`config.mk`:
```
export PLATFORM = sky130hd
export DESIGN_NAME = fsg_frame_sync
export DESIGN_NICKNAME = d
export VERILOG_FILES = /design/src/rtl/fsg_pkg.sv /design/src/rtl/fsg_sclk_div.sv /design/src/rtl/fsg_phase_acc.sv /design/src/rtl/fsg_sync_out.sv /design/src/rtl/fsg_frame_sync.sv
export SDC_FILE = /design/constraint.sdc
export NUM_CORES = 1
export LEC_CHECK = 0
export ABC_AREA = 1
export BUFFER_PORTS_ARGS = -buffer_cell sky130_fd_sc_hd__clkbuf_2
export CAP_MARGIN = 20
export CORE_MARGIN = 2
export CORE_UTILIZATION = 30
export CTS_CLUSTER_SIZE = 8
export DETAILED_ROUTE_END_ITERATION = 16
export GPL_TIMING_DRIVEN = 1
export SLEW_MARGIN = 20
export SYNTH_ARGS = -nofsm -noshare
export SYNTH_HDL_FRONTEND = slang
export SYNTH_SLANG_ARGS = --single-unit
```
`constraint.sdc`:
```
create_clock -name clk -period 5.7 [get_ports clk]
set_clock_uncertainty 0.1 [all_clocks]
set_input_delay 0.57 -clock clk [delete_from_list [all_inputs] [get_ports clk]]
set_output_delay 0.57 -clock clk [all_outputs]
set_load 0.05 [all_outputs]
```
`src/rtl/fsg_pkg.sv`:
```
package fsg_pkg;
  localparam int DIV_W = 5;
  typedef logic [DIV_W-1:0] sclk_div_t;

  // last phase index of a sample period; a zero factor behaves as one
  function automatic logic [31:0] last_phase(input logic [31:0] factor);
    return (factor == 32'd0) ? 32'd0 : factor - 32'd1;
  endfunction

  // master clocks in one serial clock period
  function automatic logic [31:0] sclk_cycles(input logic [31:0] div);
    return 32'd2 * (div + 32'd1);
  endfunction
endpackage

```
`src/rtl/fsg_sclk_div.sv`:
```
module fsg_sclk_div #(
  parameter int DIV_W = fsg_pkg::DIV_W
) (
  input  logic             clk,
  input  logic             rst_n,
  input  logic [DIV_W-1:0] div,
  output logic             sclk,
  output logic             rise_evt,
  output logic             half_done
);
  logic [DIV_W-1:0] cnt;
  logic             sclk_q;

  assign half_done = (cnt >= div);
  assign rise_evt  = half_done && !sclk_q;
  assign sclk      = sclk_q;

  always_ff @(posedge clk) begin
    if (!rst_n) begin
      cnt    <= '0;
      sclk_q <= 1'b0;
    end else if (half_done) begin
      cnt    <= '0;
      sclk_q <= ~sclk_q;
    end else begin
      cnt    <= cnt + DIV_W'(1);
    end
  end
endmodule

```
`src/rtl/fsg_phase_acc.sv`:
```
module fsg_phase_acc #(
  parameter int INTERP_W = 16,
  parameter int RST_LAT  = 12
) (
  input  logic                clk,
  input  logic                rst_n,
  input  logic                sleep,
  input  logic [INTERP_W-1:0] interp,
  output logic                lat_done,
  output logic                wrap_evt
);
  localparam int LAT_W = (RST_LAT < 1) ? 1 : $clog2(RST_LAT + 1);

  logic [LAT_W-1:0]    lat_cnt;
  logic [INTERP_W-1:0] phase;
  logic [INTERP_W-1:0] last_ph;
  logic                run;

  assign last_ph  = INTERP_W'(fsg_pkg::last_phase(32'(interp)));
  assign lat_done = (lat_cnt == '0);
  assign run      = lat_done && !sleep;
  assign wrap_evt = run && (phase >= last_ph);

  always_ff @(posedge clk) begin
    if (!rst_n) begin
      lat_cnt <= LAT_W'(RST_LAT);
    end else if (!lat_done) begin
      lat_cnt <= lat_cnt - LAT_W'(1);
    end
  end

  always_ff @(posedge clk) begin
    if (!rst_n || sleep) begin
      phase <= '0;
    end else if (run) begin
      phase <= wrap_evt ? '0 : phase + INTERP_W'(1);
    end
  end
endmodule

```
`src/rtl/fsg_sync_out.sv`:
```
module fsg_sync_out (
  input  logic clk,
  input  logic rst_n,
  input  logic sleep,
  input  logic rise_evt,
  input  logic wrap_evt,
  output logic fsync
);
  logic pending;
  logic pend_any;

  assign pend_any = pending || wrap_evt;

  always_ff @(posedge clk) begin
    if (!rst_n || sleep) begin
      pending <= 1'b0;
      fsync   <= 1'b0;
    end else begin
      pending <= pend_any && !rise_evt;
      if (rise_evt) fsync <= pend_any;
    end
  end


  sleep_quiet_chk: assert property (@(posedge clk) disable iff (!rst_n)
    sleep |=> !fsync);


  no_lost_frame_chk: assert property (@(posedge clk) disable iff (!rst_n)
    !(wrap_evt && pending && !rise_evt));
endmodule

```
`src/rtl/fsg_frame_sync.sv`:
```
module fsg_frame_sync #(
  parameter int INTERP_W = 16,
  parameter int RST_LAT  = 12
) (
  input  logic                        clk,
  input  logic                        rst_n,
  input  logic                        sleep,
  input  logic [fsg_pkg::DIV_W-1:0]   sclk_div,
  input  logic [INTERP_W-1:0]         interp,
  output logic                        sclk_out,
  output logic                        sclk_en,
  output logic                        fsync
);
  logic rise_evt;
  logic half_done;
  logic lat_done;
  logic wrap_evt;

  fsg_sclk_div #(.DIV_W(fsg_pkg::DIV_W)) u_div (
    .clk       (clk),
    .rst_n     (rst_n),
    .div       (sclk_div),
    .sclk      (sclk_out),
    .rise_evt  (rise_evt),
    .half_done (half_done)
  );

  fsg_phase_acc #(.INTERP_W(INTERP_W), .RST_LAT(RST_LAT)) u_acc (
    .clk      (clk),
    .rst_n    (rst_n),
    .sleep    (sleep),
    .interp   (interp),
    .lat_done (lat_done),
    .wrap_evt (wrap_evt)
  );

  fsg_sync_out u_out (
    .clk      (clk),
    .rst_n    (rst_n),
    .sleep    (sleep),
    .rise_evt (rise_evt),
    .wrap_evt (wrap_evt),
    .fsync    (fsync)
  );

  assign sclk_en = rise_evt;


  sclk_toggle_chk: assert property (@(posedge clk) disable iff (!rst_n)
    !$stable(sclk_out) |-> $past(half_done));


  fsync_align_chk: assert property (@(posedge clk) disable iff (!rst_n)
    $rose(fsync) |-> $rose(sclk_out));


  fsync_width_chk: assert property (@(posedge clk) disable iff (!rst_n)
    $fell(fsync) |-> ($rose(sclk_out) || $past(sleep)));


  fsync_latency_chk: assert property (@(posedge clk) disable iff (!rst_n)
    fsync |-> lat_done);
endmodule

```
==> out/summary.txt <==
worst min path class - flip-flop to flip-flop
gate count of the mapped netlist - 340
routability cong. - 0.770
CP startpoint - interp[9]
Hold Crit Start - u_acc.lat_cnt[0]$_SDFFE_PN0P_
register area share after synthesis - 24.8%
max_cap viols - 0
CP delay by family, top - simple AND/OR/NAND/NOR gates
fin crit share - 58.2%
Netlist cell types - 30
Slew HR - 61.9%
Synth top area share - 24.8%
Final Max Slew Viols - 0
Worst setup SP type - input pin
Die W - 90.8 um
clk slew on worst S/H paths - 90 ps
Avg Cell Area, Syn - 6.65 sq um
Largest stage delay, worst path - 520 ps
DR WL/cell - 9.38 um
Vias - 2059
Finished Core Util - 34.9%
Post-synth top flop - dfxtp_1
Post-route DRC - 0
Reg2Reg Setup Slack - 3650 ps
mapped cell area - 2260 sq um
DRT Pass-1 Iters - 4
syn nets - 391
global route total overflow - 0
die area - 8250 sq um
hold depth - 1
minimum clock period - 3320 ps
post-route non-filler standard cell count - 466
# IOs - 27
crit path cell chain - clkbuf_2 > nor2_1 > nand2_1 > nor4_1 > nand4_1 > nand2_1 > ha_1 > a21oi_1 > o21ai_1 > nor2_1 > nand2_1 > nand2_1 > nand2_1 > a21oi_1
EDFF count, synth - 0
Power per Cell Area - 158 nW/um^2
initial antenna violation count - 0
Die Ht - 90.8 um
vias per cell - 4.42
WP buf/inv - 1
largest net degree at the start of global routing - 17
Initial DRC Count - 74
All-Layer GR Usage - 11.3%
post-synthesis async set-or-reset flop share - 0%
peak supply drop - 0.0711 mV
most frequent CP cell - nand2_1
leading area contributor after synthesis - dfxtp_1
Slew @ Worst Pin - 569 ps
fin nets - 420
antenna violation net count after detailed routing - 0
count of yosys warnings during synthesis - 0
slowest stage cell, crit path - nand4_1
placed cells - 463
HPWL Detailed - 3720 um
Clock Path Buffers - 2
Post-CTS Setup Inserts - 0
# hold bufs at CTS - 0
RSZ-0062 raised after global routing - no
r2r worst-path depth - 10
top post-synthesis cells by area - dfxtp_1 (25%), ha_1 (15%), nand2_1 (14%), inv_1 (8.8%), nor2_1 (7.3%)
CTS tree - built
Syn-to-layout area delta - 12.6%
Setup TNS Final - 0 ps
Min Hold Slack - 351 ps
first-pass GRT wire length - 7980 um
kind of critical path - input pin to flip-flop
Worst Hold Endpoint - u_acc.lat_cnt[0]$_SDFFE_PN0P_
Final setup viols - 0
Starting Density - 31.0%
cts repair resizes - 0
capturing point of the worst reg2reg path - u_acc.phase[0]$_SDFFE_PP0P_
leakage power - 1.21 nW
most frequent cells after synthesis - nand2_1 (85), inv_1 (53), nor2_1 (44)
status - completed
register bit total from synthesis - 28
most frequent cell after synthesis - nand2_1
fmax - 302 MHz
# rows - 31
clk_lat worst skew - 270 ps
number of H-tree levels - 1
worst reg2reg path startpoint - u_acc.phase[7]$_SDFFE_PP0P_
final wirelength - 4370 um
ANT cells - 0
crit path DAT - 3420 ps
top fanout value on the critical path - 16
clk sink count - 28
CP endpoint kind - flip-flop
Data required, critical path - 5800 ps
placeable core region - 7290 sq um
clock root cell - clkbuf_8
IO Port Bufs - 26
vias in the first global route - 1910
layout cells sized above 1 - 12.8%
cts bufs inserted - 3
Final Hold Viols - 0
-- final cells by class --
cell class / instances / area [sq um]
Inverter: 56 / 211
Sequential cell: 28 / 561
Clock buffer: 3 / 41.3
Tap cell: 99 / 124
Timing Repair Buffer: 26 / 130
Fill cell: 825 / 4750
Multi-Input combinational cell: 254 / 1480
-- power breakdown --
group          total, mW  switching, mW  internal (mW)
Combinational     0.0850         0.0513         0.0337
Clock              0.105         0.0578         0.0474
Sequential         0.213        0.00816          0.205
Total              0.403          0.117          0.286
-- worst max-delay path by stage --
stage | cells past startpoint | slack (ps) | end
after floorplan | 22 | 2700 | u_acc.phase[8]$_SDFFE_PP0P_
after global placement | 20 | 2080 | u_acc.phase[0]$_SDFFE_PP0P_
after detailed placement | 14 | 2050 | u_acc.phase[0]$_SDFFE_PP0P_
after CTS | 20 | 2340 | u_acc.phase[0]$_SDFFE_PP0P_
after global routing | 18 | 1950 | u_acc.phase[3]$_SDFFE_PP0P_
final | 14 | 2380 | u_acc.phase[0]$_SDFFE_PP0P_
-- per-layer routing --
metal  wire [um]  global-route usage, %  vias up
met1        2140                   14.1      906
met3          62                   2.50        8
met2        2090                   19.7       11
met4          73                   2.90        0
met5           0                      0        -
li1            -                      -     1134
-- cell families (layout without fill, tap and decap cells) --
group | count (synthesis) | after routing | synth area share, %
AND/OR/NAND/NOR | 176 | 176 | 36.0
buffers and inverters | 58 | 85 | 9.79
AO/OA/AOI/OAI | 35 | 35 | 8.25
flip-flops | 28 | 28 | 24.8
adder cells (fa/ha/maj) | 27 | 27 | 14.9
XOR/XNOR | 16 | 16 | 6.20
-- registers in the layout, summed over array words and instances, names as in the netlist --
register       flops
u_acc.phase       16
u_out.fsync        1
u_div.cnt          5
u_out.pending      1
u_div.sclk         1
u_acc.lat_cnt      4
-- worst register-to-register path: stages (launching register included) --
cell and delay [ps]:
dfxtp_1 440, ha_1 280, a21oi_1 140, nand2_1 70, nor2_1 100, nand2_1 60, nand2_1 90, nand2_1 70
nand2_1 120, nand2_1 310, a21oi_1 210
-- through the flow --
step,instance area [sq um],setup WS [ps],power [mW]
3_3_place_gp,2500,2080,0.302
4_1_cts,2550,2340,0.409
2_1_floorplan,2260,2700,0.278
5_1_grt,2550,1950,0.431
3_5_place_dp,2500,2050,0.304
6_report,2550,2380,0.403
-- placed cells by master, fill, tap and decap left out, types with 2 or more instances in the layout --
master / count
a21oi_1: 18
clkbuf_2: 26
clkbuf_8: 3
dfxtp_1: 28
ha_1: 27
inv_1: 53
nand2_1: 85
nand3_1: 17
nand3_4: 3
nand4_1: 8
nor2_1: 44
nor2_2: 5
nor3_1: 2
nor3_2: 3
nor4_1: 2
o21ai_0: 8
o21ai_1: 4
o22ai_1: 2
or2_1: 2
or2_2: 2
xnor2_1: 8
xor2_1: 8
(Power assumes the default switching activity.)
